File: config.mk
export PLATFORM = sky130hd
export DESIGN_NAME = adma_ring_chan
export DESIGN_NICKNAME = d
export VERILOG_FILES = /design/src/rtl/adma_pkg.sv /design/src/rtl/adma_regfile.sv /design/src/rtl/adma_engine.sv /design/src/rtl/adma_ring_chan.sv
export SDC_FILE = /design/constraint.sdc
export NUM_CORES = 1
export LEC_CHECK = 0
export ABC_AREA = 1
export CAP_MARGIN = 30
export CORE_MARGIN = 8
export CORE_UTILIZATION = 42
export DETAILED_ROUTE_END_ITERATION = 7
export PLACE_DENSITY = 0.63
export SKIP_CTS_REPAIR_TIMING = 1
export SLEW_MARGIN = 20
export SYNTH_ARGS = -nofsm -noshare
export SYNTH_HDL_FRONTEND = slang
export SYNTH_HIERARCHICAL = 1
export SYNTH_SLANG_ARGS = --single-unit
File: constraint.sdc
create_clock -name clk -period 2.92 [get_ports clk]
set_input_delay 0.584 -clock clk [delete_from_list [all_inputs] [get_ports clk]]
set_output_delay 0.584 -clock clk [all_outputs]
set_load 0.03 [all_outputs]
File: src/rtl/adma_pkg.sv
package adma_pkg;

   typedef enum logic [2:0] {
      ST_IDLE,
      ST_DESC_A,
      ST_DESC_B,
      ST_FETCH,
      ST_SEND,
      ST_DONE
   } eng_state_t;

   // word select values, reg_addr[4:2]
   localparam logic [2:0] RS_BASE   = 3'd0;
   localparam logic [2:0] RS_INDEX  = 3'd1;
   localparam logic [2:0] RS_STATUS = 3'd2;
   localparam logic [2:0] RS_REMAIN = 3'd3;
   localparam logic [2:0] RS_CTRL   = 3'd4;

   // status bits
   localparam int SB_HALT     = 0;
   localparam int SB_ATLAST   = 1;
   localparam int SB_LASTDONE = 2;
   localparam int SB_BUFDONE  = 3;
   localparam int SB_FIFOERR  = 4;

   // control bits
   localparam int CB_RUN     = 0;
   localparam int CB_CLEAR   = 1;
   localparam int CB_IE_LAST = 2;
   localparam int CB_IE_FIFO = 3;
   localparam int CB_IE_BUF  = 4;

   // descriptor word 1 flags
   localparam int DF_IRQ = 31;
   localparam int DF_SIL = 30;

   // index word field positions
   localparam int IX_LAST_LSB = 8;
   localparam int IX_PRE_LSB  = 16;

   typedef struct packed {
      logic start;
      logic advance;
      logic buf_done;
      logic last_done;
   } eng_evt_t;

endpackage

File: src/rtl/adma_regfile.sv
module adma_regfile
   import adma_pkg::*;
#(
   parameter int IDX_W          = 5,
   parameter int AW             = 32,
   parameter int LEN_W          = 16,
   parameter bit IRQ_REGISTERED = 1'b0
) (
   input  logic             clk,
   input  logic             rst_n,
   input  logic [4:0]       reg_addr,
   input  logic             reg_we,
   input  logic [31:0]      reg_wdata,
   output logic [31:0]      reg_rdata,
   input  logic             fifo_fault,
   input  eng_evt_t         evt,
   input  logic             in_done,
   input  logic [LEN_W-1:0] remain,
   output logic [AW-1:0]    base,
   output logic [IDX_W-1:0] cur_idx,
   output logic [IDX_W-1:0] last_idx,
   output logic             run,
   output logic             halted,
   output logic             soft_rst,
   output logic             resume,
   output logic             irq
);

   logic [AW-1:0]    base_q;
   logic [IDX_W-1:0] cur_q, pre_q, last_q;
   logic             halt_q, lastdone_q, bufdone_q, fifoerr_q;
   logic             run_q;
   logic [2:0]       ie_q;
   logic [2:0]       wsel;
   logic             wr_base, wr_index, wr_stat, wr_ctrl;
   logic [IDX_W-1:0] wr_last;
   logic             irq_comb;

   assign wsel     = reg_addr[4:2];
   assign wr_base  = reg_we && (wsel == RS_BASE);
   assign wr_index = reg_we && (wsel == RS_INDEX);
   assign wr_stat  = reg_we && (wsel == RS_STATUS);
   assign wr_ctrl  = reg_we && (wsel == RS_CTRL);
   assign wr_last  = reg_wdata[IX_LAST_LSB +: IDX_W];

   assign soft_rst = wr_ctrl && reg_wdata[CB_CLEAR] && !run_q;
   assign resume   = wr_index && in_done && (wr_last != cur_q);

   always_ff @(posedge clk or negedge rst_n) begin
      if (!rst_n) begin
         base_q      <= '0;
         cur_q       <= '0;
         pre_q       <= IDX_W'(1);
         last_q      <= '0;
         halt_q      <= 1'b1;
         lastdone_q  <= 1'b0;
         bufdone_q   <= 1'b0;
         fifoerr_q   <= 1'b0;
         run_q       <= 1'b0;
         ie_q        <= '0;
      end else if (soft_rst) begin
         base_q      <= '0;
         cur_q       <= '0;
         pre_q       <= IDX_W'(1);
         last_q      <= '0;
         halt_q      <= 1'b1;
         lastdone_q  <= 1'b0;
         bufdone_q   <= 1'b0;
         fifoerr_q   <= 1'b0;
         run_q       <= 1'b0;
         ie_q        <= reg_wdata[CB_IE_BUF:CB_IE_LAST];
      end else begin
         if (wr_base)
            base_q <= {reg_wdata[AW-1:3], 3'b000};
         if (wr_index)
            last_q <= wr_last;
         if (wr_ctrl) begin
            run_q <= reg_wdata[CB_RUN];
            ie_q  <= reg_wdata[CB_IE_BUF:CB_IE_LAST];
         end
         if (evt.advance || resume) begin
            cur_q <= cur_q + IDX_W'(1);
            pre_q <= pre_q + IDX_W'(1);
         end
         if (evt.start || resume)
            halt_q <= 1'b0;
         else if (evt.last_done)
            halt_q <= 1'b1;
         lastdone_q <= (lastdone_q & ~(wr_stat & reg_wdata[SB_LASTDONE])) | evt.last_done;
         bufdone_q  <= (bufdone_q  & ~(wr_stat & reg_wdata[SB_BUFDONE]))  | evt.buf_done;
         fifoerr_q  <= (fifoerr_q  & ~(wr_stat & reg_wdata[SB_FIFOERR]))  | fifo_fault;
      end
   end

   always_comb begin
      reg_rdata = '0;
      case (wsel)
         RS_BASE:   reg_rdata = 32'(base_q);
         RS_INDEX: begin
            reg_rdata[IDX_W-1:0]                = cur_q;
            reg_rdata[IX_LAST_LSB +: IDX_W]     = last_q;
            reg_rdata[IX_PRE_LSB +: IDX_W]      = pre_q;
         end
         RS_STATUS: reg_rdata[4:0] = {fifoerr_q, bufdone_q, lastdone_q,
                                      (cur_q == last_q), halt_q};
         RS_REMAIN: reg_rdata[LEN_W-1:0] = remain;
         RS_CTRL:   reg_rdata[4:0] = {ie_q, 1'b0, run_q};
         default:   reg_rdata = '0;
      endcase
   end

   assign irq_comb = (lastdone_q & ie_q[0]) | (fifoerr_q & ie_q[1]) | (bufdone_q & ie_q[2]);

   generate
      if (IRQ_REGISTERED) begin : g_irq_reg
         logic irq_q;
         always_ff @(posedge clk or negedge rst_n) begin
            if (!rst_n) irq_q <= 1'b0;
            else        irq_q <= irq_comb;
         end
         assign irq = irq_q;
      end else begin : g_irq_comb
         assign irq = irq_comb;
      end
   endgenerate

   assign base     = base_q;
   assign cur_idx  = cur_q;
   assign last_idx = last_q;
   assign run      = run_q;
   assign halted   = halt_q;

endmodule

File: src/rtl/adma_engine.sv
module adma_engine
   import adma_pkg::*;
#(
   parameter int IDX_W = 5,
   parameter int AW    = 32,
   parameter int LEN_W = 16,
   parameter int DW    = 32
) (
   input  logic             clk,
   input  logic             rst_n,
   input  logic             run,
   input  logic             soft_rst,
   input  logic             resume,
   input  logic [AW-1:0]    base,
   input  logic [IDX_W-1:0] cur_idx,
   input  logic [IDX_W-1:0] last_idx,
   output logic             mem_req,
   output logic [AW-1:0]    mem_addr,
   input  logic             mem_rvalid,
   input  logic [DW-1:0]    mem_rdata,
   output logic             smp_valid,
   input  logic             smp_ready,
   output logic [DW-1:0]    smp_data,
   output eng_evt_t         evt,
   output logic             in_done,
   output logic [LEN_W-1:0] remain
);

   localparam int PAD_W = AW - IDX_W - 3;

   eng_state_t       state_q;
   logic [AW-1:0]    ptr_q;
   logic [LEN_W-1:0] remain_q;
   logic [DW-1:0]    hold_q;
   logic             irq_flag_q, sil_q;
   logic             finish, at_last, ioc_now, accept;
   logic [AW-1:0]    desc_addr;

   assign at_last   = (cur_idx == last_idx);
   assign accept    = run && smp_ready && (state_q == ST_SEND);
   assign desc_addr = base + {{PAD_W{1'b0}}, cur_idx, 3'b000};
   assign ioc_now   = (state_q == ST_DESC_B) ? mem_rdata[DF_IRQ] : irq_flag_q;

   always_comb begin
      finish = 1'b0;
      evt    = '0;
      case (state_q)
         ST_IDLE:   evt.start = run;
         ST_DESC_B: finish = mem_rvalid && (mem_rdata[LEN_W-1:0] == '0);
         ST_SEND:   finish = accept && (remain_q == LEN_W'(1));
         default:   finish = 1'b0;
      endcase
      if (finish) begin
         evt.buf_done  = ioc_now;
         evt.last_done = at_last;
         evt.advance   = !at_last;
      end
   end

   always_ff @(posedge clk or negedge rst_n) begin
      if (!rst_n) begin
         state_q    <= ST_IDLE;
         ptr_q      <= '0;
         remain_q   <= '0;
         hold_q     <= '0;
         irq_flag_q <= 1'b0;
         sil_q      <= 1'b0;
      end else if (soft_rst) begin
         state_q    <= ST_IDLE;
         ptr_q      <= '0;
         remain_q   <= '0;
         hold_q     <= '0;
         irq_flag_q <= 1'b0;
         sil_q      <= 1'b0;
      end else begin
         case (state_q)
            ST_IDLE:
               if (run) state_q <= ST_DESC_A;
            ST_DESC_A:
               if (mem_rvalid) begin
                  ptr_q   <= {mem_rdata[AW-1:2], 2'b00};
                  state_q <= ST_DESC_B;
               end
            ST_DESC_B:
               if (mem_rvalid) begin
                  irq_flag_q <= mem_rdata[DF_IRQ];
                  sil_q      <= mem_rdata[DF_SIL];
                  remain_q   <= mem_rdata[LEN_W-1:0];
                  if (finish) state_q <= at_last ? ST_DONE : ST_DESC_A;
                  else        state_q <= ST_FETCH;
               end
            ST_FETCH:
               if (mem_rvalid) begin
                  hold_q  <= mem_rdata;
                  state_q <= ST_SEND;
               end
            ST_SEND:
               if (accept) begin
                  ptr_q    <= ptr_q + AW'(4);
                  remain_q <= remain_q - LEN_W'(1);
                  if (finish) state_q <= at_last ? ST_DONE : ST_DESC_A;
                  else        state_q <= ST_FETCH;
               end
            ST_DONE:
               if (resume) state_q <= ST_DESC_A;
            default: state_q <= ST_IDLE;
         endcase
      end
   end

   always_comb begin
      mem_req  = 1'b0;
      mem_addr = '0;
      case (state_q)
         ST_DESC_A: begin mem_req = 1'b1; mem_addr = desc_addr; end
         ST_DESC_B: begin mem_req = 1'b1; mem_addr = desc_addr + AW'(4); end
         ST_FETCH:  begin mem_req = 1'b1; mem_addr = ptr_q; end
         default:   begin mem_req = 1'b0; mem_addr = '0; end
      endcase
   end

   assign smp_valid = run && ((state_q == ST_SEND) || (state_q == ST_DONE));
   assign smp_data  = ((state_q == ST_DONE) && sil_q) ? '0 : hold_q;
   assign in_done   = (state_q == ST_DONE);
   assign remain    = remain_q;

endmodule

File: src/rtl/adma_ring_chan.sv
module adma_ring_chan
   import adma_pkg::*;
#(
   parameter int IDX_W          = 5,
   parameter int AW             = 32,
   parameter int LEN_W          = 16,
   parameter bit IRQ_REGISTERED = 1'b0
) (
   input  logic          clk,
   input  logic          rst_n,
   input  logic [4:0]    reg_addr,
   input  logic          reg_we,
   input  logic [31:0]   reg_wdata,
   output logic [31:0]   reg_rdata,
   output logic          mem_req,
   output logic [AW-1:0] mem_addr,
   input  logic          mem_rvalid,
   input  logic [31:0]   mem_rdata,
   output logic          smp_valid,
   input  logic          smp_ready,
   output logic [31:0]   smp_data,
   input  logic          fifo_fault,
   output logic          irq
);

   localparam int N_DESC = 1 << IDX_W;

   generate
      if (IDX_W < 1 || IDX_W > 8) begin : g_bad_idx
         $error("adma_ring_chan: IDX_W must lie in 1..8");
      end
      if (AW > 32 || AW < IDX_W + 4) begin : g_bad_aw
         $error("adma_ring_chan: AW must hold the ring and fit 32 bits");
      end
      if (LEN_W < 1 || LEN_W > 16) begin : g_bad_len
         $error("adma_ring_chan: LEN_W must lie in 1..16");
      end
      if (N_DESC * 8 > (1 << (AW > 30 ? 30 : AW))) begin : g_bad_ring
         $error("adma_ring_chan: ring exceeds address space");
      end
   endgenerate

   eng_evt_t         evt_w;
   logic             in_done_w, run_w, halted_w, soft_rst_w, resume_w;
   logic [LEN_W-1:0] remain_w;
   logic [AW-1:0]    base_w;
   logic [IDX_W-1:0] cur_w, last_w;

   adma_regfile #(
      .IDX_W(IDX_W), .AW(AW), .LEN_W(LEN_W), .IRQ_REGISTERED(IRQ_REGISTERED)
   ) u_regs (
      .clk(clk), .rst_n(rst_n),
      .reg_addr(reg_addr), .reg_we(reg_we), .reg_wdata(reg_wdata), .reg_rdata(reg_rdata),
      .fifo_fault(fifo_fault), .evt(evt_w), .in_done(in_done_w), .remain(remain_w),
      .base(base_w), .cur_idx(cur_w), .last_idx(last_w), .run(run_w),
      .halted(halted_w), .soft_rst(soft_rst_w), .resume(resume_w), .irq(irq)
   );

   adma_engine #(
      .IDX_W(IDX_W), .AW(AW), .LEN_W(LEN_W), .DW(32)
   ) u_eng (
      .clk(clk), .rst_n(rst_n),
      .run(run_w), .soft_rst(soft_rst_w), .resume(resume_w),
      .base(base_w), .cur_idx(cur_w), .last_idx(last_w),
      .mem_req(mem_req), .mem_addr(mem_addr), .mem_rvalid(mem_rvalid), .mem_rdata(mem_rdata),
      .smp_valid(smp_valid), .smp_ready(smp_ready), .smp_data(smp_data),
      .evt(evt_w), .in_done(in_done_w), .remain(remain_w)
   );

endmodule

== Word level (Yosys, flattened, before mapping) ==
Cells that the tools add are included.
Operators by class
  $add $sub $neg: 6
  equal/unequal tests: 18
  muxes and demuxes: 58
  bitwise gates (word level): 17
  reduce and logical (&&, ||, !) cells: 38
Operator list (number)
  $mux W32: 9
  $pmux W32 S3: 1
  $add A32 B3 Y32 const B: 2
  $pmux W32 S2: 1
  $mux W16: 3
  $mux W3: 12
  $add A32 B8 Y32: 1
  $pmux W16 S2: 1
  $mux W5: 6
  $pmux W5 S5: 1
  $pmux W3 S6: 1
  $mux W1: 17
  $eq A16 B1 Y1 const B: 1
  $logic_not A16 Y1: 1
  $sub A16 B1 Y16 const B: 1
  $ne A3 B3 Y1 const B: 5
  $pmux W5 S3: 1
  $logic_and A1 B1 Y1: 14
  $reduce_bool A2 Y1: 7
  $eq A3 B2 Y1 const B: 4
  $pmux W3 S2: 2
  $mux W11: 1
  $add A5 B1 Y5 const B: 2
  $pmux W5 S2: 1
  other kinds (17): 42
Word-level totals
  bits in registers: 140
  output and inout port bits: 99
  logic and storage cells: 153

== Depth between registers and ports, before layout ==
  depth after elaboration: 8
  mapped depth: 18
  gate-level depth less buffers: 18

== Cells and area by module ==
The synthesis kept the hierarchy.
By module, submodules not included
  adma_engine: instances 1, cells each 1285, area each 7781.2 um^2
  adma_regfile: instances 1, cells each 390, area each 2909.0 um^2

== Worst setup path after synthesis ==
Ideal clock, no wire load.
  path kind: reg-to-output
  start: reg u_regs.cur_q[0] (netlist: u_regs/cur_idx[0])
  end: out mem_addr[31]
  data arrival time: 2261 ps
  setup slack: 75 ps
  cell stages (with the launch flop): 16
  path through: dfrtp_1 ha_1 inv_1 fa_1 inv_1 nand3_1 nand2_2 nand2_2 nand2_4 nand2_1 nor2_1 nand3_1 xor2_1 o22ai_1 inv_1 nand2_1
Between the ends
  longest elaborated chain between the ends: 3
Ends and longest elaborated chain
  start, declared: line adma_regfile.sv:30  | logic [IDX_W-1:0] cur_q, pre_q, last_q;
  start signal, assigned: line adma_regfile.sv:82  | cur_q <= cur_q + IDX_W'(1);
  $add A32 B8 Y32 (*): line adma_engine.sv:41  | assign desc_addr = base + {{PAD_W{1'b0}}, cur_idx, 3'b000};
  $add A32 B3 Y32: line adma_engine.sv:116  | ST_DESC_B: begin mem_req = 1'b1; mem_addr = desc_addr + AW'(4); end
  $pmux W32 S3 (*): line adma_engine.sv:114  | case (state_q)
  end, declared: line adma_ring_chan.sv:16  | output logic [AW-1:0] mem_addr,
Mark *: on every way between the ends. The rest lies on a longest branch, timed or not.

== Final worst setup path ==
  start: reg u_regs.base_q[3] (netlist: u_regs/base[3])
  end: out mem_addr[15]
Between the ends
  longest elaborated chain between the ends: 3
Ends and longest elaborated chain
  start, declared: line adma_regfile.sv:29  | logic [AW-1:0] base_q;
  start signal, assigned: line adma_regfile.sv:74  | base_q <= {reg_wdata[AW-1:3], 3'b000};
  $add A32 B8 Y32 (*): line adma_engine.sv:41
  $add A32 B3 Y32: line adma_engine.sv:116
  $pmux W32 S3 (*): line adma_engine.sv:114
Marked as above.

==> metrics.md <==
| Metric | Value |
|---|---|
| Outcome | `complete, but fails checks` |
| Failing checks | `setup timing` |
| Avg Cell Area, Syn | `6.382 um2` |
| Slew of the pin with the lowest slew margin | `664.1 ps` |
| Multi-input gate area | `6420 um2` |
| Core Area | `25110 um2` |
| Vias in the first global route | `11270` |
| Pin count of the biggest net entering global routing | `58` |
| Final min period | `3315 ps` |
| Leakage power | `7.416 nW` |
| Layout cell share with drive strength beyond 1 | `0.1901` |
| Yosys reg bits | `135` |
| Synth warnings | `6` |
| Cell variety after synth | `52` |
| WS Path Type | `flop to output pin` |
| RSZ-0062 raised after global routing | `true` |
| Final Core Density | `0.5897` |
| Max_slew headroom | `0.5566` |
| Antenna violations before repair | `0` |
| Drt drc | `0` |
| Diodes inserted | `0` |
| Num Clock Sinks | `135` |
| I/O pins | `174` |
| Die area | `30810 um2` |
| Via count | `12010` |
| Fin cells | `2240` |
| Number of fill cells | `2427` |
| Detail Placement HPWL | `29120 um` |
| Total CTS buffers | `17` |
| Fmax | `301.6 MHz` |
| Req. time, crit path | `2340 ps` |
| GRT overflow | `0` |
| Slack of the critical path | `-395.2 ps` |
| EDFF count, synth | `0` |
| Clock slew at reported path FFs | `70 ps` |
| Endpoint class of the critical path | `output pin` |
| Worst EP arrival | `2730 ps` |
| Placed insts | `2180` |
| Startpoint Class | `flop` |
| Num rows | `58` |
| Final setup vio count | `22` |
| Register area | `3385 um2` |
| Layout Nets | `1985` |
| Detailed router's first-iteration violation count | `1116` |
| Commonest non-fill, non-tap cells in the layout | `nand2_1 (413), inv_1 (259), nand3_1 (160), nor2_1 (135), dfrtp_1 (130)` |
| Mapped Cells | `1675` |
| Port Buffers | `169` |
| Htree depth | `4` |
| Post-Route WL | `38760 um` |
| Cell Pwr Density | `929.1 nW/um2` |
| MaxCap Viol Count | `0` |
| Die H | `175.5 um` |
| Synthesized area | `10690 um2` |
| Starting Density | `0.4258` |
| Main synth FF type | `dfrtp_1` |
| DRT Pass-1 Iters | `6` |
| Clk Latency, worst-skew pair | `440 ps` |
| Wire per inst | `17.30 um` |
| Total power | `13.76 mW` |
| Area grow syn2layout | `38.51%` |
| Final worst path period share | `1.135` |
| Synth async-reset ratio | `1.000` |
| Detail Route Antenna Nets | `0` |
| Layout Skew | `12.13 ps` |
| TritonCTS clock tree | `yes` |
| Commonest non-fill, non-tap cell in the layout | `nand2_1` |
| CP max FO | `4` |
| Slew Limit Fails | `0` |
| Final GP Congestion | `0.9276` |
| HP Class | `primary input to async pin` |
| Final Hold Fails | `0` |
| CTS Buffer Depth | `2` |
| CTS root buffer | `clkbuf_16` |
| Sequential-to-total area share from yosys stat | `0.3162` |
| First-pass GRT wire length | `60020 um` |
| DR vias/cell | `5.360` |
| Gr usage total | `0.2416` |
| VDD IR max | `0.6524 mV` |
| Die Width | `175.5 um` |
| Placement Setup Slack | `-40.84 ps` |
-- metrics by stage --
step	hold WS [ps]	setup TNS (ps)	area, um2
after detailed placement	473.4	-81.58	13410
after global placement	455.2	-59.37	13410
final	144.0	-4441	14810
after CTS	157.2	-9134	14030
after floorplan	288.4	0	10700
after global routing	180.3	-7438	14810
-- path summary, 6_finish.rpt --
check                                   from                 to  slack (ps)  cells after the start
max                           u_regs/base[3]       mem_addr[15]        -400                     16
min                                    rst_n     u_eng/ptr_q[3]         140                      1
max reg2reg                u_regs/cur_idx[0]  u_regs/cur_idx[1]         430                     11
min reg2reg                      u_eng/sil_q        u_eng/sil_q         490                      2
max in group asynchronous              rst_n    u_regs/base[30]        2130                      2
min in group clk                 u_eng/sil_q        u_eng/sil_q         490                      2
-- state kept, by name (all words and copies together), names as in the netlist, 3 cells and up --
register and count:
u_eng/hold_q 32, u_regs/last_idx 5, u_regs/base 29, u_eng/ptr_q 30, u_regs/ie_q 3, u_regs/pre_q 5
u_eng/remain 16, u_regs/cur_idx 5, u_eng/state_q 3
-- layer usage --
metal  global-route usage  routed length, um
met5                    0                  0
met4              0.08407               1042
met1               0.3138              16930
met3              0.03607               2300
met2               0.4033              18480
-- layout make-up --
type	count	share of cell area
clock buffers	17	0.02873
clock inverters	14	0.01276
inverters	283	0.07200
multi-input cells	1204	0.4336
flip-flops and latches	135	0.2286
well taps	330	0.02789
repair buffers	256	0.1961
repair inverters	1	0.0003380
-- cell usage after synthesis, types with 19 or more instances --
cell type,number,area [um2]
nand2_2,22,137.6
o22ai_1,19,118.9
nor2_1,140,525.5
nand4_1,27,168.9
o21ai_0,102,510.5
xor2_1,28,245.2
o21ai_1,31,155.2
nand2_1,453,1700
dfrtp_1,133,3328
clkbuf_1,32,120.1
nor2_2,19,118.9
a21oi_1,54,270.3
nand3_1,175,875.8
inv_1,263,987.2
-- critical path: stages (launching register included) --
cell and delay (ps):
dfrtp_1 360, ha_2 210, inv_2 40, fa_2 370, inv_2 70, nand3_2 80
nand2_2 90, buf_4 110, buf_6 110, nand2_2 60, nand2_1 80, nand2_1 70
nand2_2 100, o21ai_2 50, nand3_1 80, o211ai_1 190, clkbuf_16 240
-- kinds of logic (layout without fill, tap and decap cells) --
family          after synthesis  count (layout)  synth area share
fa+ha+maj                    12              12           0.01475
buf+inv                     339             571            0.1258
flops                       135             135            0.3162
compound gates              256             256            0.1357
other cells                   1               3         0.0003508
simple gates                895             896            0.3764
xor+xnor                     35              35           0.02868
mux                           2               2          0.002107
-- power by group --
group	total, mW	switching (mW)	internal (mW)
logic	8.05	4.75	3.30
registers	3.35	0.750	2.60
clock network	2.35	0.985	1.37
Power figures use the tool's default switching activity.
